`src/rtl/trap_entry_pkg.sv`:
```
package trap_entry_pkg;

  typedef enum logic [1:0] {
    PRIV_U = 2'd0,
    PRIV_S = 2'd1,
    PRIV_R = 2'd2,
    PRIV_M = 2'd3
  } priv_e;

  typedef enum logic [1:0] {
    KIND_RAW  = 2'd0,
    KIND_ECALL = 2'd1,
    KIND_XLAT = 2'd2,
    KIND_RAW2 = 2'd3
  } kind_e;

  typedef enum logic [1:0] {
    ACC_FETCH = 2'd0,
    ACC_LOAD  = 2'd1,
    ACC_STORE = 2'd2,
    ACC_ST2   = 2'd3
  } acc_e;

  // Status word bit positions; the register file decodes these.
  localparam int unsigned ST_SIE  = 1;
  localparam int unsigned ST_MIE  = 3;
  localparam int unsigned ST_SPIE = 5;
  localparam int unsigned ST_MPIE = 7;
  localparam int unsigned ST_SPP  = 8;
  localparam int unsigned ST_MPP  = 11;

  localparam int unsigned ECALL_BASE = 8;
  localparam int unsigned PF_FETCH = 12;
  localparam int unsigned PF_LOAD  = 13;
  localparam int unsigned PF_STORE = 15;
  localparam int unsigned AF_FETCH = 1;
  localparam int unsigned AF_LOAD  = 5;
  localparam int unsigned AF_STORE = 7;

  // Exception codes that carry an address in the trap-value register.
  function automatic logic code_has_addr(input logic [7:0] code);
    case (code)
      8'd0, 8'd1, 8'd4, 8'd5, 8'd6, 8'd7, 8'd12, 8'd13, 8'd15: return 1'b1;
      default: return 1'b0;
    endcase
  endfunction

endpackage

```
`src/rtl/trap_cause_resolve.sv`:
```
module trap_cause_resolve
  import trap_entry_pkg::*;
#(
  parameter int unsigned CODE_W = 5
) (
  input  logic [1:0]        kind_i,
  input  logic              irq_i,
  input  logic [CODE_W-1:0] code_i,
  input  logic [1:0]        acc_i,
  input  logic              xlat_on_i,
  input  logic [1:0]        priv_i,
  output logic [CODE_W-1:0] code_o,
  output logic              irq_o,
  output logic              has_addr_o
);

  logic [CODE_W-1:0] xlat_code;

  always_comb begin
    unique case (acc_e'(acc_i))
      ACC_FETCH: xlat_code = xlat_on_i ? CODE_W'(PF_FETCH) : CODE_W'(AF_FETCH);
      ACC_LOAD:  xlat_code = xlat_on_i ? CODE_W'(PF_LOAD)  : CODE_W'(AF_LOAD);
      default:   xlat_code = xlat_on_i ? CODE_W'(PF_STORE) : CODE_W'(AF_STORE);
    endcase
  end

  always_comb begin
    unique case (kind_e'(kind_i))
      KIND_ECALL: begin
        // privilege occupies the two low bits above the base of 8
        code_o = CODE_W'(ECALL_BASE) | CODE_W'(priv_i);
        irq_o  = 1'b0;
      end
      KIND_XLAT: begin
        code_o = xlat_code;
        irq_o  = 1'b0;
      end
      default: begin
        code_o = code_i;
        irq_o  = irq_i;
      end
    endcase
  end

  assign has_addr_o = !irq_o && code_has_addr(8'(code_o));

endmodule

```
`src/rtl/trap_route.sv`:
```
module trap_route
  import trap_entry_pkg::*;
#(
  parameter int unsigned XLEN   = 32,
  parameter int unsigned CODE_W = 5
) (
  input  logic              irq_i,
  input  logic [CODE_W-1:0] code_i,
  input  logic [1:0]        priv_i,
  input  logic [XLEN-1:0]   medeleg_i,
  input  logic [XLEN-1:0]   mideleg_i,
  output logic              to_s_o
);

  logic [XLEN-1:0] mask;
  logic            low_priv;

  assign mask     = irq_i ? mideleg_i : medeleg_i;
  assign low_priv = (priv_e'(priv_i) == PRIV_U) || (priv_e'(priv_i) == PRIV_S);
  assign to_s_o   = low_priv && mask[code_i];

endmodule

```
`src/rtl/trap_vector_calc.sv`:
```
module trap_vector_calc #(
  parameter int unsigned XLEN   = 32,
  parameter int unsigned CODE_W = 5
) (
  input  logic              to_s_i,
  input  logic              irq_i,
  input  logic [CODE_W-1:0] code_i,
  input  logic [XLEN-1:0]   stvec_i,
  input  logic [XLEN-1:0]   mtvec_i,
  output logic [XLEN-1:0]   pc_o
);

  localparam logic [1:0] MODE_VECTORED = 2'd1;

  logic [XLEN-1:0] tvec;
  logic [XLEN-1:0] base;
  logic [XLEN-1:0] offset;

  assign tvec   = to_s_i ? stvec_i : mtvec_i;
  assign base   = {tvec[XLEN-1:2], 2'b00};
  assign offset = (irq_i && tvec[1:0] == MODE_VECTORED) ? (XLEN'(code_i) << 2) : '0;
  assign pc_o   = base + offset;

endmodule

```
`src/rtl/trap_status_update.sv`:
```
module trap_status_update
  import trap_entry_pkg::*;
#(
  parameter int unsigned XLEN = 32
) (
  input  logic            to_s_i,
  input  logic [1:0]      priv_i,
  input  logic [XLEN-1:0] status_i,
  output logic [XLEN-1:0] status_o
);

  always_comb begin
    status_o = status_i;
    if (to_s_i) begin
      status_o[ST_SPIE] = status_i[ST_SIE];
      status_o[ST_SPP]  = priv_i[0];
      status_o[ST_SIE]  = 1'b0;
    end else begin
      status_o[ST_MPIE]          = status_i[ST_MIE];
      status_o[ST_MPP +: 2]      = priv_i;
      status_o[ST_MIE]           = 1'b0;
    end
  end

endmodule

```
`src/rtl/trap_entry_unit.sv`:
```
module trap_entry_unit
  import trap_entry_pkg::*;
#(
  parameter  int unsigned XLEN   = 32,
  localparam int unsigned CODE_W = $clog2(XLEN)
) (
  input  logic              clk,
  input  logic              rst_n,
  input  logic              trap_valid_i,
  input  logic [1:0]        trap_kind_i,
  input  logic              trap_irq_i,
  input  logic [CODE_W-1:0] trap_code_i,
  input  logic [1:0]        acc_kind_i,
  input  logic              xlat_on_i,
  input  logic [XLEN-1:0]   fault_addr_i,
  input  logic [XLEN-1:0]   cur_pc_i,
  input  logic [1:0]        cur_priv_i,
  input  logic [XLEN-1:0]   mstatus_i,
  input  logic [XLEN-1:0]   medeleg_i,
  input  logic [XLEN-1:0]   mideleg_i,
  input  logic [XLEN-1:0]   mtvec_i,
  input  logic [XLEN-1:0]   stvec_i,
  output logic              commit_o,
  output logic              to_smode_o,
  output logic [1:0]        new_priv_o,
  output logic [XLEN-1:0]   new_pc_o,
  output logic [XLEN-1:0]   mstatus_o,
  output logic [XLEN-1:0]   epc_o,
  output logic [XLEN-1:0]   cause_o,
  output logic [XLEN-1:0]   tval_o
);

  logic [CODE_W-1:0] fin_code;
  logic              fin_irq;
  logic              has_addr;
  logic              to_s;
  logic [XLEN-1:0]   pc_d;
  logic [XLEN-1:0]   status_d;
  logic [XLEN-1:0]   cause_d;
  logic [XLEN-1:0]   tval_d;

  trap_cause_resolve #(.CODE_W(CODE_W)) u_resolve (
    .kind_i    (trap_kind_i),
    .irq_i     (trap_irq_i),
    .code_i    (trap_code_i),
    .acc_i     (acc_kind_i),
    .xlat_on_i (xlat_on_i),
    .priv_i    (cur_priv_i),
    .code_o    (fin_code),
    .irq_o     (fin_irq),
    .has_addr_o(has_addr)
  );

  trap_route #(.XLEN(XLEN), .CODE_W(CODE_W)) u_route (
    .irq_i    (fin_irq),
    .code_i   (fin_code),
    .priv_i   (cur_priv_i),
    .medeleg_i(medeleg_i),
    .mideleg_i(mideleg_i),
    .to_s_o   (to_s)
  );

  trap_vector_calc #(.XLEN(XLEN), .CODE_W(CODE_W)) u_vector (
    .to_s_i (to_s),
    .irq_i  (fin_irq),
    .code_i (fin_code),
    .stvec_i(stvec_i),
    .mtvec_i(mtvec_i),
    .pc_o   (pc_d)
  );

  trap_status_update #(.XLEN(XLEN)) u_status (
    .to_s_i  (to_s),
    .priv_i  (cur_priv_i),
    .status_i(mstatus_i),
    .status_o(status_d)
  );

  always_comb begin
    cause_d           = XLEN'(fin_code);
    cause_d[XLEN-1]   = fin_irq;
  end

  assign tval_d = has_addr ? fault_addr_i : '0;

  always_ff @(posedge clk or negedge rst_n) begin
    if (!rst_n) begin
      commit_o   <= 1'b0;
      to_smode_o <= 1'b0;
      new_priv_o <= PRIV_M;
      new_pc_o   <= '0;
      mstatus_o  <= '0;
      epc_o      <= '0;
      cause_o    <= '0;
      tval_o     <= '0;
    end else begin
      commit_o <= trap_valid_i;
      if (trap_valid_i) begin
        to_smode_o <= to_s;
        new_priv_o <= to_s ? PRIV_S : PRIV_M;
        new_pc_o   <= pc_d;
        mstatus_o  <= status_d;
        epc_o      <= cur_pc_i;
        cause_o    <= cause_d;
        tval_o     <= tval_d;
      end
    end
  end

  // Commit strobe follows every request by one cycle
  assert_commit_follows_R11: assert property (@(posedge clk) disable iff (!rst_n)
    trap_valid_i |=> commit_o);
  assert_idle_hold_R11: assert property (@(posedge clk) disable iff (!rst_n)
    !trap_valid_i |=> (!commit_o && $stable(new_pc_o) && $stable(cause_o) && $stable(epc_o)));
  // Machine privilege never delegates
  assert_mmode_stays_R2: assert property (@(posedge clk) disable iff (!rst_n)
    (trap_valid_i && cur_priv_i == PRIV_M) |=> !to_smode_o);
  // Supervisor entry clears SIE and lands in S
  assert_s_entry_R3: assert property (@(posedge clk) disable iff (!rst_n)
    (commit_o && to_smode_o) |-> (!mstatus_o[ST_SIE] && new_priv_o == PRIV_S));
  // Machine entry clears MIE and lands in M
  assert_m_entry_R4: assert property (@(posedge clk) disable iff (!rst_n)
    (commit_o && !to_smode_o) |-> (!mstatus_o[ST_MIE] && new_priv_o == PRIV_M));
  // Handler PC stays word aligned
  assert_pc_aligned_R6: assert property (@(posedge clk) disable iff (!rst_n)
    commit_o |-> (new_pc_o[1:0] == 2'b00));
  // Interrupts carry no trap value
  assert_irq_tval_zero_R7: assert property (@(posedge clk) disable iff (!rst_n)
    (commit_o && cause_o[XLEN-1]) |-> (tval_o == '0));
  // Environment calls never flag as interrupts
  assert_ecall_not_irq_R8: assert property (@(posedge clk) disable iff (!rst_n)
    (trap_valid_i && trap_kind_i == KIND_ECALL) |=> !cause_o[XLEN-1]);
  // Exception PC is the sampled instruction PC
  assert_epc_capture_R10: assert property (@(posedge clk) disable iff (!rst_n)
    trap_valid_i |=> (epc_o == $past(cur_pc_i)));

endmodule

```
`config.mk`:
```
export PLATFORM = sky130hd
export DESIGN_NAME = trap_entry_unit
export DESIGN_NICKNAME = d
export VERILOG_FILES = /design/src/rtl/trap_entry_pkg.sv /design/src/rtl/trap_cause_resolve.sv /design/src/rtl/trap_route.sv /design/src/rtl/trap_vector_calc.sv /design/src/rtl/trap_status_update.sv /design/src/rtl/trap_entry_unit.sv
export SDC_FILE = /design/constraint.sdc
export NUM_CORES = 1
export LEC_CHECK = 0
export ABC_AREA = 1
export BUFFER_PORTS_ARGS = -buffer_cell sky130_fd_sc_hd__buf_2
export CORE_AREA = 8 8 153 155
export CTS_CLUSTER_DIAMETER = 100
export DETAILED_ROUTE_END_ITERATION = 16
export DIE_AREA = 0 0 161 163
export PLACE_DENSITY = 0.8
export SLEW_MARGIN = 20
export SYNTH_ARGS = -nofsm -noshare
export SYNTH_HDL_FRONTEND = slang
export SYNTH_SLANG_ARGS = --single-unit
```
`constraint.sdc`:
```
create_clock -name clk -period 1 [get_ports clk]
set_clock_uncertainty 0.05 [all_clocks]
set_input_delay 0.15 -clock clk [delete_from_list [all_inputs] [get_ports clk]]
set_output_delay 0.15 -clock clk [all_outputs]
set_load 0.03 [all_outputs]
```
==> results of run 1 <==
## critical path: cells and delay by family
kind	cells	cell delay, ns
buffers and inverters	9	0.78
and+or+nand+nor	20	2.13
adders and majority gates	3	0.84
AOI/OAI and AO/OA	2	0.26
## routing by layer
metal  global-route usage [%]  part of all wire [%]  up-vias
met1                     31.3                    38     4942
met4                     14.2                   4.6        0
met5                        0                     0        -
met2                     46.1                    50      654
met3                     6.07                   8.1      118
li1                         -                     -     4863
## flip-flops by register name (all words and copies together) (netlist names)
signal	flops
cause_o	6
commit_o	1
epc_o	32
mstatus_o	32
new_pc_o	30
new_priv_o	1
to_smode_o	1
tval_o	32
## area by class of cell
type,instances,area [um^2]
fill,1593,6670
inverter,111,443
timing repair buffer,642,4810
clock inverter,14,179
tap,275,344
clock buffer,18,439
antenna,1,2.50
sequential,135,3380
multi-input combinational,882,4560
## Yosys cell counts (all sizes together)
cell and instances:
nand3b 5, clkbuf 32, ha 7, conb 2, or2 17, dfstp 1
nand2 521, nor3 1, buf 56, o21a 1, a31oi 5, a21oi 4
nand4 38, o31ai 2, dfrtp 134, o21ai 87, nor2 72, nand3 88
fa 1, xor2 3, inv 111
## cells in the final DEF (no fill, tap or decap), drive strengths merged, types with 3 or more instances in the layout
cell type	count
buf	544
dfrtp	134
conb	29
nand2	522
a21oi	4
clkbuf	20
a31oi	5
nand4	38
inv	120
nor2	72
o21ai	87
ha	7
dlygate4sd3	96
or2	17
xor2	3
nand3	88
nand3b	5
## kinds of logic (layout without fill, tap and decap cells)
group                    count (synthesis)  after routing  synth area share [%]
XOR/XNOR                                 3              3                 0.326
AND/OR/NAND/NOR                        742            743                  38.4
flip-flops                             135            135                  41.9
AO/OA/AOI/OAI                           99             99                  6.35
buffers and inverters                  199            785                  11.7
other                                    2             30                0.0930
adder cells (fa/ha/maj)                  8              8                  1.33
## stage by stage
stage	setup TNS [ns]	power, W	std cells	worst slack, ns
2_1_floorplan	-115.74	0.0107	1215	-3.06
3_3_place_gp	-145.00	0.0132	1872	-3.36
3_5_place_dp	-149.25	0.0133	1872	-3.47
4_1_cts	-141.91	0.0215	2046	-2.74
5_1_grt	-164.84	0.0233	2078	-3.16
6_report	-150.77	0.0223	2078	-2.89
## what timing repair did
item	CTS	global route
resized for setup	212	141
hold buffers	96	0
setup buffers	44	31
pin swaps	64	41
cloned	4	5
hold endpoints to repair	230	0
setup endpoints to repair	209	210
## power groups by stage
stage | Sequential [W] | Combinational, W | Clock [W]
3_3_place_gp | 0.00655 | 0.00669 | 0
3_5_place_dp | 0.00658 | 0.00677 | 0
2_1_floorplan | 0.00790 | 0.00283 | 0
4_1_cts | 0.00653 | 0.00820 | 0.00674
6_report | 0.00663 | 0.00907 | 0.00663
5_1_grt | 0.00667 | 0.00965 | 0.00698
## path summary, 6_finish.rpt
check                                     start            end  slack [ns]  depth (start not counted)
worst max-delay path             trap_kind_i[0]   new_pc_o[24]       -2.89                         34
worst min-delay path            fault_addr_i[6]      tval_o[6]        0.08                          3
worst max register to register       tval_o[17]     tval_o[17]        0.08                          3
worst min register to register        epc_o[12]      epc_o[12]        0.42                          2
max in group asynchronous                 rst_n  mstatus_o[11]        0.25                          3
min in group asynchronous                 rst_n  mstatus_o[21]        0.13                          2
==> metrics, run 1 <==
vias in the first global route 10500; Die Ht about 160 um; kind of critical path input pin to flip-flop; Seq cells post-synth 135; Psw 0.00868 W; area share of the leading cell type in the synthesized netlist 41.5%; total grt overflow 0; I/O Buffers 374; nets 2037; internal power 0.0136 W; Seq pwr share between 20% and 30%; CP max FO 8; DP Wirelength ~25000 um; Starting Density 38.8%; cell mode on critical path nand2_1; PD cells 1580 nW/um^2; DRT Pass-1 Iters 7; CP max stage delay roughly 0.38 ns; die width around 160 um; Final Hold Fails 0; Pleak 7.77 nW; Comb power frac 40.6%; largest net degree at the start of global routing 59; Root Buffer Master clkbuf_16; max-slew violation count 0; final instance area ~14000 um^2; overall routed net length 39100 um; Die ar. 26200 um^2; initial antenna violation count 1; Clock Latency Late Sink roughly 0.42 ns; Peak VDD IR 0.979 mV; CP required 1.27 ns; Syn Inst Count 1188; RSZ-0062 raised after global routing true; Avg Vias per Cell 5.09; Final min period between 3 and 4 ns; Rows 53; routability cong. roughly 0.94; Finished Core Util 68.0%; ratio of cells with drive above 1 in the final layout between 40 and 50%; I/O pins a little over 400; total track usage 27.0%; max_cap viols 0; post-synthesis cell type count 34; Post-DP Area 10800 um^2; Mapped Avg Cell Area 6.80 um^2; total number of vias 10600; post-synth design cell area roughly 8100 um^2; failing checks setup timing; WHS 0.0795 ns; Area Overhead vs Synth 75.3%; Core Area around 21000 um^2; CTS Buf Count 17; Seq/Total Area, Yosys 41.9%; setup ws final -2.89 ns; post-route ant nets 0; CTS tree done; H-tree Lvls 4; first-pass GRT wire length 56600 um; arrival time worst endpoint 4.16 ns; Critical Path Slowest Stage Cell fa_2; Final setup viols 211; DRC Markers 0; outcome finished with violations; clk buf depth 2; biggest area consumer among synthesized cells dfrtp_1; maximum clock rate between 200 and 300 MHz; clock power share 29.7%; Final period util 389%; Area contributors post-synth dfrtp_1, nand2_1, nand3_1; synthesis warning total 0; switching share of total power 38.9%; DRT iter0 DRCs 1067; CTS clock-pin slew for the worst setup and hold paths 0.07 ns; DR WL/cell 18.8 um; Worst setup SP type input pin; clk sinks about 140; Critical Path End Type flip-flop; Min-Delay Path Class input pin to flip-flop
Note: power is estimated with default switching activity, not from simulation.
==> run 2: changes to the inputs <==
BUFFER_PORTS_ARGS = default   (was -buffer_cell sky130_fd_sc_hd__buf_2)
CAP_MARGIN = 20   (was default)
CORE_AREA = 2 2 159 161   (was 8 8 153 155)
DONT_BUFFER_PORTS = 1   (was default)
PLACE_DENSITY = 0.58   (was 0.8)
==> run 2 against run 1 <==
  * The flow finishes with violations (hold timing, setup timing)
  * Design area decreased by 9.1%
  * Global-route usage decreased by 4.9 points
  * Clock power decreased by 2%
  * Combinational power decreased by 13%
  * Critical path type unchanged
  * Critical endpoint is now new_pc_o[31]
  * Largest cell class is now multi-input combinational cells
==> metrics, run 2 (synthesized netlist as in run 1, its figures left out) <==
failing checks hold timing, setup timing; Min-Delay Path Class input pin to async pin; overall routed net length 31400 um (-20%); die width 161 um (unchanged); Final period util 366% (-23 points); initial antenna violation count 0 (-1); WHS -0.639 ns (-0.718 ns); CP max stage delay 0.29 ns (-0.09 ns); RSZ-0062 raised after global routing true; Die Ht 163 um (unchanged); Starting Density 32.7% (-6.1 points); I/O pins 404 (unchanged); total number of vias 8896 (-16%); CTS clock-pin slew for the worst setup and hold paths 0.07 ns (about the same); Final min period 3.66 ns (-0.228 ns); fill cell count 2257 (+42%); commonest non-fill, non-tap cell in the layout nand2_1; Worst setup SP type input pin; post-route total power 0.0214 W (-4.0%); DRT iter0 DRCs 669 (-37%); Seq pwr share 33.1% (+3.4 points); largest net degree at the start of global routing 136 (+130%); Pleak 6.49 nW (-17%); Final setup viols 207 (-1.9%); clock power share 30.2% (+0.5 points); switching share of total power 38.1% (-0.76 points); DP Wirelength 20300 um (-18%); CTS tree done; outcome finished with violations; internal power 0.0133 W (-2.8%); Rows 58 (+9.4%); vias in the first global route 8486 (-20%); Area Overhead vs Synth 59.5%; I/O Buffers 0 (-100%); Critical Path End Type flip-flop; fin cells 1833 (-12%); Core Area 24700 um^2 (+18%); final instance area 12900 um^2 (-9.1%); DRT Pass-1 Iters 5 (-2); Final Hold Fails 255 (+255); maximum clock rate 273 MHz (+6.2%); nets 1738 (-15%); clk buf depth 2 (unchanged); Avg Vias per Cell 4.85 (-4.7%); max-slew violation count 0 (unchanged); total negative setup slack -122.92 ns (+27.86 ns); ratio of cells with drive above 1 in the final layout 32.5% (-8.6 points); DRC Markers 0 (unchanged); total track usage 22.1% (-4.9 points); Peak VDD IR 1.07 mV (+9.7%); Psw 0.00816 W (-5.9%); clk sinks 135 (unchanged); Placed Cells incl. Taps 1626 (-13%); post-route ant nets 0 (unchanged); commonest non-fill, non-tap cells in the layout nand2_1, buf_4, dlygate4sd3_1; Die ar. 26200 um^2 (unchanged); DR WL/cell 17.1 um (-8.9%); CP required 1.32 ns (+0.05 ns); cts hold-fix bufs 97 (+1.0%); n_diodes 0 (-1); Post-DP Area 9510 um^2 (-12%); Critical Path Slowest Stage Cell ha_4; first-pass GRT wire length 45800 um (-19%); routability cong. 0.909 (-3.3%); max_cap viols 0 (unchanged); biggest regs epc_o: 32 flops, mstatus_o: 32 flops, tval_o: 32 flops; H-tree Lvls 4 (unchanged); Comb power frac 36.7% (-3.9 points); Root Buffer Master clkbuf_16; CP max FO 7 (-1); PD cells 1660 nW/um^2 (+5.5%); arrival time worst endpoint 3.98 ns (-0.18 ns); Clock Latency Late Sink 0.41 ns (about the same); setup ws final -2.66 ns (+0.228 ns); kind of critical path input pin to flip-flop; total grt overflow 0 (unchanged); CTS Buf Count 17 (unchanged)
==> run 2: cell count changes in the layout (fill, tap and decap cells not counted), moves of 9 or more <==
cell and change:
o21ai_2 -20, dfrtp_1 -51, nand3_1 -9, nand2_2 +11, nand3_2 +9, nand2_1 -11, buf_2 -322, o21ai_1 +24
buf_6 +18, dfrtp_2 +51
==> run 2: stage by stage <==
step / utilization, % / setup slack (ns)
3_5_place_dp: 38.5 / -3.30
5_1_grt: 52.2 / -2.90
2_1_floorplan: - / -3.06
6_report: 52.2 / -2.66
3_3_place_gp: 38.5 / -3.23
4_1_cts: 49.7 / -2.57
==> run 2: path summary, 6_finish.rpt <==
| check | start | to | slack [ns] | depth (start not counted) |
|---|---|---|---|---|
| max reg2reg | tval_o[10] | tval_o[10] | 0.06 | 4 |
| max | trap_kind_i[0] | new_pc_o[31] | -2.66 | 35 |
| max in group asynchronous | rst_n | new_priv_o[1] | 1.21 | 0 |
| min in group clk | trap_valid_i | commit_o | -0.26 | 0 |
| min reg2reg | new_pc_o[29] | new_pc_o[29] | 0.45 | 2 |
| min | rst_n | tval_o[31] | -0.64 | 0 |
==> run 2: power groups by stage <==
stage	clock network, W	logic [W]	registers [W]
2_1_floorplan	0	0.00283	0.00790
3_3_place_gp	0	0.00573	0.00702
5_1_grt	0.00685	0.00843	0.00715
3_5_place_dp	0	0.00577	0.00704
6_report	0.00647	0.00787	0.00709
4_1_cts	0.00659	0.00721	0.00706
==> run 2: worst max-delay path, delay by kind of cell <==
kind	cells	cell delay [ns]
simple gates	24	2.48
buf+inv	7	0.70
fa+ha+maj	2	0.55
compound gates	2	0.11
==> run 2: layout make-up <==
type	count	area (um^2)	area share (%)
tap	330	413	3.21
sequential	135	3440	26.8
clock buffer	17	425	3.30
timing repair buffer	342	3440	26.7
clock inverter	15	180	1.40
inverter	111	450	3.50
multi-input combinational	883	4520	35.1
==> run 2: per-layer routing <==
metal / track usage [%] / vias to the layer above / share of wire [%]
met2: 38.0 / 429 / 49
met1: 27.4 / 4112 / 40
met5: 0 / - / 0
li1: - / 4281 / -
met4: 8.24 / 0 / 3.3
met3: 4.79 / 74 / 7.9
==> run 2: timing repair <==
item	4_1_cts	5_1_grt
resized for setup	256	88
endpoints found under the hold margin	261	256
pin swaps	41	41
buffers inserted	39	39
cloned	4	3
endpoints found under the setup margin	206	210
==> run 3: changes to the inputs <==
CORE_AREA = 2 2 156 158   (was 2 2 159 161)
DIE_AREA = 0 0 158 160   (was 0 0 161 163)
PLACE_DENSITY = 0.6   (was 0.58)
SYNTH_HIERARCHICAL = 1   (was default)
==> run 3 against run 2 <==
  * The flow still finishes with violations (hold timing, setup timing)
  * Sequential power increased by 7.2%
  * Flip-flop and latch count increased by 2
  * Sequential share of layout area increased by 1.2 points
  * Synthesized cell count increased by 2.8%
  * Fmax increased by 7.6%
  * Clock power increased by 4.6%
  * Non-clock buffer count decreased by 56
  * Routed wire length decreased by 1.1%
  * Setup slack improved by 0.26 ns
  * First-iteration DRC count decreased by 0.15%
  * Total power decreased by 2.2%
  * Hold slack improved by 0.010 ns
  * Critical endpoint is now new_pc_o[26]
  * Largest cell class unchanged
  * Largest power group is now registers
==> metrics, run 3 <==
overall routed net length 31100 um (-1.1%); Post-synth EDFFs 0 (unchanged); cts hold-fix bufs 89 (-8.2%); clock power share 32.3% (+2.1 points); synthesis warning total 6 (+6); arrival time worst endpoint 3.71 ns (-0.27 ns); Final period util 340% (-26 points); CTS clock-pin slew for the worst setup and hold paths 0.07 ns (about the same); commonest non-fill, non-tap cell in the layout nand2_1; Psw 0.00779 W (-4.5%); worst reg2reg path depth 2 (-2); Starting Density 34.8% (+2.0 points); DRT iter0 DRCs 668 (-0.15%); Avg Vias per Cell 4.77 (-1.8%); I/O Buffers 0 (unchanged); FFs w/ async S/R, synth 100% (unchanged); Seq pwr share 36.3% (+3.2 points); Peak VDD IR 0.964 mV (-10%); Rows 57 (-1.7%); post-synthesis cell type count 35 (+2.9%); total track usage 23.2% (+1.0 points); CP required 1.31 ns (about the same); setup ws final -2.40 ns (+0.259 ns); vias in the first global route 8456 (-0.35%); Critical Path Slowest Stage Cell ha_4; total number of vias 8501 (-4.4%); Root Buffer Master clkbuf_16; maximum clock rate 294 MHz (+7.6%); Sequential cell area 3540 um^2 (+2.8%); Critical Path End Type flip-flop; worst-margin pin slew 0.568 ns; Mapped Avg Cell Area 6.78 um^2 (-0.20%); n_diodes 0 (unchanged); die width 158 um (-1.9%); ratio of cells with drive above 1 in the final layout 33.1% (+0.64 points); Pleak 6.43 nW (-0.87%); CP max FO 16 (+9); max_cap viols 0 (unchanged); Final Hold Fails 272 (+6.7%); post-route ant nets 0 (unchanged); DRT Pass-1 Iters 5 (unchanged); biggest area consumer among synthesized cells dfrtp_1; post-route total power 0.0210 W (-2.2%); Comb power frac 31.5% (-5.2 points); fill cell count 2160 (-4.3%); Die ar. 25300 um^2 (-3.7%); Final min period 3.40 ns (-0.259 ns); DRC Markers 0 (unchanged); internal power 0.0132 W (-0.68%); Core Area 23800 um^2 (-3.5%); DP Wirelength 20100 um (-1.0%); routability cong. 0.888 (-2.3%); slew margin rel. 61.7%; Min-Delay Path Class input pin to async pin; Seq cells post-synth 137 (+1.5%); switching share of total power 37.2% (-0.93 points); Post-DP Area 9440 um^2 (-0.75%); Syn Inst Count 1221 (+2.8%); WHS -0.629 ns (+0.0104 ns); Area contributors post-synth dfrtp_1, nand2_1, nand3_1; Seq/Total Area, Yosys 41.4% (-0.45 points); PD cells 1650 nW/um^2 (-0.60%); kind of critical path input pin to flip-flop; ys flop type dfrtp_1; clk sinks 137 (+1.5%); CP max stage delay 0.34 ns (+0.05 ns); area share of the leading cell type in the synthesized netlist 41.1% (-0.44 points); H-tree Lvls 4 (unchanged); Final setup viols 209 (+0.97%); outcome finished with violations; pre-CTS WS -2.94 ns (+0.364 ns); CTS Buf Count 17 (unchanged); most frequent cells after synthesis nand2_1, dfrtp_1, nand3_1; first-pass GRT wire length 45300 um (-1.1%); DR WL/cell 17.4 um (+1.7%); I/O pins 404 (unchanged); commonest non-fill, non-tap cells in the layout nand2_1, buf_4, dlygate4sd3_1; multi-input logic area 4750 um^2 (+5.2%); cell with the most instances after synthesis nand2_1; nets 1694 (-2.5%); cell mode on critical path nand2_1; Area Overhead vs Synth 53.0%; largest net degree at the start of global routing 139 (+2.2%); Clock Latency Late Sink 0.40 ns (about the same); RSZ-0062 raised after global routing true; Worst setup SP type input pin; final instance area 12700 um^2 (-1.6%); CTS tree done; failing checks hold timing, setup timing; initial antenna violation count 0 (unchanged); total grt overflow 0 (unchanged); clk buf depth 2 (unchanged); max-slew violation count 0 (unchanged); Die Ht 160 um (-1.8%); post-synth design cell area 8280 um^2 (+2.6%)
[run 3: cell count changes in the layout (fill, tap and decap cells not counted), moves of 21 or more]
cell / previous run / this run
nand2_1: 491 / 626
nand4_1: 38 / 6
inv_1: 94 / 52
buf_6: 94 / 73
dfrtp_2: 52 / 88
dfrtp_1: 82 / 48
o21ai_1: 46 / 7
buf_4: 131 / 101
[run 3: area by class of cell]
cell class / instances / share of cell area (%)
Clock buffer: 18 / 3.47
Clock inverter: 14 / 1.43
Inverter: 74 / 2.77
Multi-Input combinational cell: 928 / 37.5
Sequential cell: 137 / 27.9
Tap cell: 324 / 3.20
Timing Repair Buffer: 286 / 23.5
Timing Repair inverter: 2 / 0.197
[run 3: logic make-up after synthesis]
kind of cell / after synthesis / share of synthesized area [%]
AOI/OAI and AO/OA: 25 / 1.71
xor gates and xnor gates: 16 / 1.69
adders and majority gates: 8 / 1.30
buffers and inverters: 182 / 12.5
DFF: 137 / 41.4
other: 3 / 0.136
and+or+nand+nor: 850 / 41.3
[run 3: worst paths after layout]
path                           startpoint       endpoint  slack (ns)
setup / recovery           trap_kind_i[0]   new_pc_o[26]       -2.40
hold / removal                      rst_n      epc_o[21]       -0.63
setup reg to reg            new_priv_o[1]  new_priv_o[1]        0.10
hold reg to reg                 epc_o[15]      epc_o[15]        0.45
max in group asynchronous           rst_n  new_priv_o[1]        1.27
min in group clk             trap_valid_i       commit_o       -0.26
[run 3: repair_timing]
action / in CTS / in global routing
endpoints found under the hold margin: 272 / 272
setup endpoints to repair: 208 / 211
resized for setup: 181 / 143
pin swaps: 76 / 47
gates cloned: 7 / 1
setup buffers: 24 / 27
[run 3: through the flow]
stage / instances / hold WS (ns) / setup TNS [ns] / utilization [%]
6_report: 1783 / -0.629 / -118.88 / 53.2
5_1_grt: 1783 / -0.662 / -133.98 / 53.2
4_1_cts: 1756 / -0.648 / -116.74 / 50.5
3_5_place_dp: 1604 / -0.192 / -122.74 / 39.6
3_3_place_gp: 1604 / -0.192 / -117.27 / 39.6
2_1_floorplan: 1247 / -0.196 / -105.04 / -
[run 3: per-layer routing]
metal  wire length [um]  global-route usage (%)  share of wire, %  up-vias
met2              15600                    40.5                50      341
li1                   -                       -                 -     4095
met5                  0                       0                 0        -
met3               2470                    6.21               8.0       56
met1              12000                    26.9                39     4009
met4                936                    8.80               3.0        0
[run 3: power groups by stage]
stage | logic, W | registers, W | clock network, W
after global placement | 0.00472 | 0.00756 | 0
after detailed placement | 0.00477 | 0.00757 | 0
final | 0.00660 | 0.00760 | 0.00677
after global routing | 0.00714 | 0.00768 | 0.00714
after CTS | 0.00600 | 0.00753 | 0.00693
after floorplan | 0.00285 | 0.00794 | 0
[run 3: critical path: cells and delay by family]
family	cells	cell delay, ns
AND/OR/NAND/NOR	19	1.80
adder cells (fa/ha/maj)	3	0.87
buffers and inverters	6	0.52
AO/OA/AOI/OAI	2	0.36
